## config.mk

```make
export PLATFORM = sky130hd
export DESIGN_NAME = irq_pick
export DESIGN_NICKNAME = d
export VERILOG_FILES = /design/src/rtl/irq_pick_pkg.sv /design/src/rtl/irq_pick_ctrl.sv /design/src/rtl/irq_pick_dp.sv /design/src/rtl/irq_pick.sv
export SDC_FILE = /design/constraint.sdc
export NUM_CORES = 1
export LEC_CHECK = 0
export BUFFER_PORTS_ARGS = -buffer_cell sky130_fd_sc_hd__clkbuf_2
export CAP_MARGIN = 20
export CORE_MARGIN = 2
export CORE_UTILIZATION = 39
export DETAILED_ROUTE_END_ITERATION = 16
export PLACE_DENSITY = 0.77
export SLEW_MARGIN = 20
export SYNTH_ARGS = -nofsm -noshare
export SYNTH_HDL_FRONTEND = slang
export SYNTH_SLANG_ARGS = --single-unit
```

## constraint.sdc

```tcl
create_clock -name clk -period 1.8 [get_ports clk]
set_clock_uncertainty 0.2 [all_clocks]
set_input_delay 0 -clock clk [delete_from_list [all_inputs] [get_ports clk]]
set_output_delay 0 -clock clk [all_outputs]
set_load 0.005 [all_outputs]
```

## src/rtl/irq_pick_pkg.sv

```systemverilog
package irq_pick_pkg;
  localparam logic [1:0] PRIV_USER  = 2'd0;
  localparam logic [1:0] PRIV_SUPER = 2'd1;
  localparam logic [1:0] PRIV_MACH  = 2'd3;

  typedef struct packed {
    logic pendLoad;
    logic claimTry;
    logic claimAccept;
    logic mLevelOn;
    logic sLevelOn;
  } ctrlStrobe_t;
endpackage

```

## src/rtl/irq_pick_ctrl.sv

```systemverilog
module irq_pick_ctrl
  import irq_pick_pkg::*;
(
  input  logic        [1:0] privLevel,
  input  logic              mGlobalEn,
  input  logic              sGlobalEn,
  input  logic              pendWrEn,
  input  logic              claimReq,
  input  logic              claimConflict,
  output ctrlStrobe_t       strb
);
  always_comb begin
    strb.pendLoad    = pendWrEn;
    strb.claimTry    = claimReq;
    strb.claimAccept = claimReq && !claimConflict;
    strb.mLevelOn    = (privLevel < PRIV_MACH) || ((privLevel == PRIV_MACH) && mGlobalEn);
    strb.sLevelOn    = (privLevel < PRIV_SUPER) || ((privLevel == PRIV_SUPER) && sGlobalEn);
  end
endmodule

```

## src/rtl/irq_pick_dp.sv

```systemverilog
module irq_pick_dp
  import irq_pick_pkg::*;
#(
  parameter int IRQ_W   = 16,
  parameter int CAUSE_W = $clog2(IRQ_W)
) (
  input  logic               clk,
  input  logic               rstN,
  input  ctrlStrobe_t        strb,
  input  logic [IRQ_W-1:0]   pendMask,
  input  logic [IRQ_W-1:0]   pendValue,
  input  logic [IRQ_W-1:0]   enableBits,
  input  logic [IRQ_W-1:0]   delegMask,
  input  logic [IRQ_W-1:0]   claimBits,
  output logic [IRQ_W-1:0]   pendingOut,
  output logic [IRQ_W-1:0]   claimedOut,
  output logic               claimConflict,
  output logic               claimDone,
  output logic               claimOk,
  output logic               takeIrq,
  output logic [CAUSE_W-1:0] causeOut
);
  logic [IRQ_W-1:0]   pendReg, claimedReg;
  logic [IRQ_W-1:0]   candVec, gatedVec;
  logic [CAUSE_W-1:0] lowIdx;

  assign candVec       = pendReg & enableBits;
  assign gatedVec      = (candVec & ~delegMask & {IRQ_W{strb.mLevelOn}}) |
                         (candVec &  delegMask & {IRQ_W{strb.sLevelOn}});
  assign claimConflict = |(claimedReg & claimBits);

  always_comb begin
    lowIdx = '0;
    for (int i = IRQ_W - 1; i >= 0; i--) begin
      if (gatedVec[i]) lowIdx = CAUSE_W'(i);
    end
  end

  always_ff @(posedge clk or negedge rstN) begin
    if (!rstN) begin
      pendReg    <= '0;
      claimedReg <= '0;
      claimDone  <= 1'b0;
      claimOk    <= 1'b0;
      takeIrq    <= 1'b0;
      causeOut   <= '0;
    end else begin
      if (strb.pendLoad) pendReg <= (pendReg & ~pendMask) | (pendValue & pendMask);
      if (strb.claimAccept) claimedReg <= claimedReg | claimBits;
      claimDone <= strb.claimTry;
      claimOk   <= strb.claimAccept;
      takeIrq   <= |gatedVec;
      causeOut  <= lowIdx;
    end
  end

  assign pendingOut = pendReg;
  assign claimedOut = claimedReg;

  // a reported line was both pending and enabled at the previous edge
  p_cause_is_candidate_r1: assert property (@(posedge clk) disable iff (!rstN)
    takeIrq |-> ((($past(candVec) >> causeOut) & IRQ_W'(1)) != '0));

  // nothing pending-and-enabled means no interrupt next cycle
  p_idle_when_none_r6: assert property (@(posedge clk) disable iff (!rstN)
    (candVec == '0) |=> (!takeIrq && causeOut == '0));

  p_claim_refused_r7: assert property (@(posedge clk) disable iff (!rstN)
    (strb.claimTry && (claimedReg & claimBits) != '0) |=> ($stable(claimedReg) && claimDone && !claimOk));

  p_claim_granted_r7: assert property (@(posedge clk) disable iff (!rstN)
    (strb.claimTry && (claimedReg & claimBits) == '0) |=> (claimOk && (claimedReg & $past(claimBits)) == $past(claimBits)));

  p_pend_hold_r8: assert property (@(posedge clk) disable iff (!rstN)
    !strb.pendLoad |=> $stable(pendReg));
endmodule

```

## src/rtl/irq_pick.sv

```systemverilog
module irq_pick
  import irq_pick_pkg::*;
#(
  parameter int IRQ_W   = 16,
  parameter int CAUSE_W = $clog2(IRQ_W)
) (
  input  logic               clk,
  input  logic               rstN,
  input  logic               pendWrEn,
  input  logic [IRQ_W-1:0]   pendMask,
  input  logic [IRQ_W-1:0]   pendValue,
  input  logic [IRQ_W-1:0]   enableBits,
  input  logic [IRQ_W-1:0]   delegMask,
  input  logic [1:0]         privLevel,
  input  logic               mGlobalEn,
  input  logic               sGlobalEn,
  input  logic               claimReq,
  input  logic [IRQ_W-1:0]   claimBits,
  output logic [IRQ_W-1:0]   pendingOut,
  output logic [IRQ_W-1:0]   claimedOut,
  output logic               claimDone,
  output logic               claimOk,
  output logic               takeIrq,
  output logic [CAUSE_W-1:0] causeOut
);
  ctrlStrobe_t strb;
  logic        claimConflict;

  irq_pick_ctrl ctrl_i (
    .privLevel     (privLevel),
    .mGlobalEn     (mGlobalEn),
    .sGlobalEn     (sGlobalEn),
    .pendWrEn      (pendWrEn),
    .claimReq      (claimReq),
    .claimConflict (claimConflict),
    .strb          (strb)
  );

  irq_pick_dp #(.IRQ_W(IRQ_W), .CAUSE_W(CAUSE_W)) dp_i (
    .clk           (clk),
    .rstN          (rstN),
    .strb          (strb),
    .pendMask      (pendMask),
    .pendValue     (pendValue),
    .enableBits    (enableBits),
    .delegMask     (delegMask),
    .claimBits     (claimBits),
    .pendingOut    (pendingOut),
    .claimedOut    (claimedOut),
    .claimConflict (claimConflict),
    .claimDone     (claimDone),
    .claimOk       (claimOk),
    .takeIrq       (takeIrq),
    .causeOut      (causeOut)
  );

  // below machine level, a pending, enabled, non-delegated line is always taken
  p_mlevel_below_r2: assert property (@(posedge clk) disable iff (!rstN)
    (privLevel != 2'd3 && (pendingOut & enableBits & ~delegMask) != '0) |=> takeIrq);

  // in user mode, a pending, enabled, delegated line is always taken
  p_slevel_user_r3: assert property (@(posedge clk) disable iff (!rstN)
    (privLevel == 2'd0 && (pendingOut & enableBits & delegMask) != '0) |=> takeIrq);
endmodule

```

After elaboration in Yosys (flattened, before gate mapping):

Index checks and enable logic that the tools add are counted.

* order comparisons: 2
* eq/ne operators: 2
* muxes and demuxes: 16
* bitwise operators: 13
* reduce and logical (&&, ||, !) cells: 8

Operator list (number)
* AND 16 bit: 8
* two-way mux 4 bit: 16
* bitwise OR 16 bit: 3
* inverter 16 bit: 2
* OR reduction 16 bit: 2
* logical AND 1 bit: 3
* equality test 2 x 1 -> 1 bit (second input constant): 1
* equality test 2 bit (second input constant): 1
* logical OR 1 bit: 2
* less-than comparator 2 x 1 -> 1 bit (second input constant): 1
* less-than comparator 2 bit (second input constant): 1
* logical NOT 1 bit: 1

* register bits after elaboration: 39
* input port bits: 88
* output and inout bits: 39
* logic and storage cells: 47

Longest topological paths before layout:

* word-level depth: 21
* depth in mapped cells: 7
* depth with buffers taken out: 6

Modules after synthesis:

Synthesis repeated with hierarchy kept, for this count alone.

* cells, all modules: 182
* area, all modules: 2005.7 µm²

Modules (own cells, without submodules)
* irq_pick_dp: times used 1, cells each 176, area an instance 1964.4 µm², seq. area each 975.9 µm²
* irq_pick_ctrl: times used 1, cells each 6, area an instance 41.3 µm², seq. area each 0.0 µm²

Worst setup path after synthesis:

OpenSTA, ideal clock, no wires.

* path kind: register to register
* from: register dp_i.claimedReg[11] (netlist: dp_i.claimedOut[11])
* to: register dp_i.claimedReg[10] (netlist: dp_i.claimedOut[10])
* setup time: 0.064 ns
* arrival: 1.469 ns
* data required time: 1.536 ns
* setup slack: 0.067 ns
* stages on the path, launching flop included: 7
* buffers on the path: 1
* clock period less this slack: 1.733 ns
* cells stage by stage: dfrtp_1 a22o_1 a221oi_1 nand4_1 nor2_2 buf_2 a21o_1

RTL lines
* start, declared: line irq_pick_dp.sv:23 `logic [IRQ_W-1:0] pendReg, claimedReg;`
* start signal, assigned: line irq_pick_dp.sv:49 `if (strb.claimAccept) claimedReg <= claimedReg | claimBits;`

==> metrics <==
maximum capacitance violations=0; Critical Path Fanout Max=3; initial antenna violation count=0; Synth Area per Inst=10.1 um2; Syn Nets=290; largest net degree at the start of global routing=27; reg2reg path depth=6; total grt overflow=0; multi-input logic area=1070 um2; CP arrival=1750 ps; vias=2302; HP Class=in2reg; commonest cells after routing, fill and taps aside=126 x clkbuf_2, 54 x dlygate4sd3_1, 39 x dfrtp_1, 33 x nand2_1; drt via density=4.99; final wirelength=6540 um; Core ar.=5070 um2; drt wl/cell=14.2 um; commonest non-fill, non-tap cell in the layout=clkbuf_2; I/O pin cnt=127; Post-Syn Area=2030 um2; period utilization=95.5%; Die Y=76.2 um; FF-to-FF setup slack=80 ps; top post-synthesis cells by area=dfrtp_1 48%, mux2_2 8.9%, nand2_1 6.6%; area leader, netlist=dfrtp_1; Startpoint Class=register; First DRT Iteration DRCs=98; RSZ-0062 raised after global routing=false; post-synth top area share=48.0%; status=complete, no violations; share of layout cells above drive strength 1=45.3%; type of the worst setup path=reg2reg; Synth cell types=48; GP Congestion=0.827; initial core utilization=40.1%; crit path capture=dp_i.causeOut[1]$_DFF_PN0_; CTS tree=built; CTS Buf Count=5; register bit total from synthesis=39; Post-DP HPWL=4540 um; Layout fillers=409; clk buf depth=2; CTS root buffer=clkbuf_8; Worst EP required=1830 ps; Power Dens Cells=897 nW/um2; Tmin final=1720 ps; fin. max-slew vios=0; Area Growth Syn to Fin=69.6%; ANT cells=0; register area share after synthesis=48.0%; first-pass GRT wire length=10700 um; Final Hold Vio Count=0; Reg clk slew, reported paths=80 ps; row cnt=26; relative slew slack=54.5%; DRT antenna net count=0; synth warn=0; Final Net Count=478; Post-Route Setup TNS=0 ps; Die ar.=5810 um2; gate count after technology mapping=202; CTS HTree Levels=2; drt pass-1 iters=4; Skew-Pair Late Insertion Delay=290 ps; gr usage total=22.7%; sequential cell area=976 um2; number of global-route vias before repair=2465; slew at the pin closest to its max-slew limit=683 ps; PortBufs=126; DRC Markers=0; power consumption=3.09 mW; setup violators final=0; Setup crit end kind=register; Max Fclk=582 MHz; Critical R2R Capture=dp_i.causeOut[1]$_DFF_PN0_; clk sink count=39; Leak Pwr=1.75 nW; VDD IR max=642 uV; die span in x=76.2 um
[Yosys cell counts, drive strengths merged]
library cell and number:
nor2 9, a211oi 3, a31oi 2, a41oi 2, a22o 2, nand2b 1, o21ai 8, nand3 8
and3 2, or2 3, a222oi 1, o32ai 1, o22ai 5, nor3b 1, mux2 16, o41a 1
a21oi 13, dfrtp 39, o31ai 1, a32oi 1, clkbuf 2, a221oi 1, o2111a 1, or3 1
nand2 36, nand3b 2, nor3 2, a21o 17, o41ai 1, a21bo 1, buf 5, and2 1
a22oi 4, and3b 1, nand4 3, o22a 1, o2111ai 1, o211ai 2, nor2b 1
[timing repair]
| item | CTS | global route |
|---|---|---|
| buffers inserted | 0 | 2 |
| hold endpoints to repair | 60 | 0 |
| hold buffers | 54 | 0 |
| gates resized for setup | 0 | 11 |
| setup endpoints to repair | 0 | 3 |
[layer usage]
metal | up-vias | wire length, um | GRT usage [%]
met5 | - | 0 | 0
met4 | 0 | 44 | 4.00
met3 | 5 | 574 | 7.82
met2 | 95 | 3420 | 42.9
met1 | 1072 | 2500 | 24.6
li1 | 1130 | - | -
[cells by family (layout without fill, tap and decap cells)]
group / Yosys count / after routing / share of synthesized area (%)
multiplexers: 16 / 16 / 8.86
buffers and inverters: 7 / 196 / 2.15
flip-flops: 39 / 39 / 48.0
AND/OR/NAND/NOR: 71 / 71 / 16.7
AO/OA/AOI/OAI: 69 / 69 / 24.4
[area by class of cell]
cell class	instances	area share [%]
Multi-Input combinational cell	156	30.9
Sequential cell	39	28.3
Timing Repair Buffer	188	35.7
Tap cell	70	2.54
Clock buffer	5	1.99
Clock inverter	3	0.580
[through the flow]
stage | hold WS, ps | setup WS (ps) | util, % | instance area [um2] | cells
after floorplan | -496 | 67.0 | - | 2030 | 202
after global placement | -137 | 96.4 | 54.3 | 2750 | 397
after detailed placement | -135 | 65.7 | 54.3 | 2750 | 397
after CTS | 3.45 | 44.4 | 66.7 | 3380 | 459
after global routing | 26.3 | 0.808 | 68.0 | 3450 | 461
final | 14.6 | 81.1 | 68.0 | 3450 | 461
[worst max-delay path: stages (launching register included)]
cell and delay, ps:
dfrtp_1 380, nand2_2 80, a21o_2 190, a21oi_2 120, dlygate4sd3_1 570, nand2_1 50
nand3_1 80
[power breakdown]
part / internal [mW] / switching (mW) / total (mW) / leakage (nW)
clock: 0.270 / 0.326 / 0.596 / 0.0402
combinational: 0.669 / 0.470 / 1.14 / 1.24
sequential: 1.14 / 0.216 / 1.36 / 0.462
total: 2.08 / 1.01 / 3.09 / 1.75
[worst min path at each step]
stage / startpoint / endpoint / slack [ps] / cells past startpoint
after global placement: rstN / dp_i.causeOut[3]$_DFF_PN0_ / -140 / 1
after CTS: enableBits[5] / dp_i.causeOut[1]$_DFF_PN0_ / 3 / 4
final: enableBits[6] / dp_i.causeOut[0]$_DFF_PN0_ / 10 / 4
after global routing: enableBits[1] / dp_i.causeOut[0]$_DFF_PN0_ / 30 / 5
after detailed placement: rstN / dp_i.causeOut[2]$_DFF_PN0_ / -130 / 1
after floorplan: rstN / asynchronous set/reset pin / -500 / 0
Note: power is estimated with default switching activity, not from simulation.
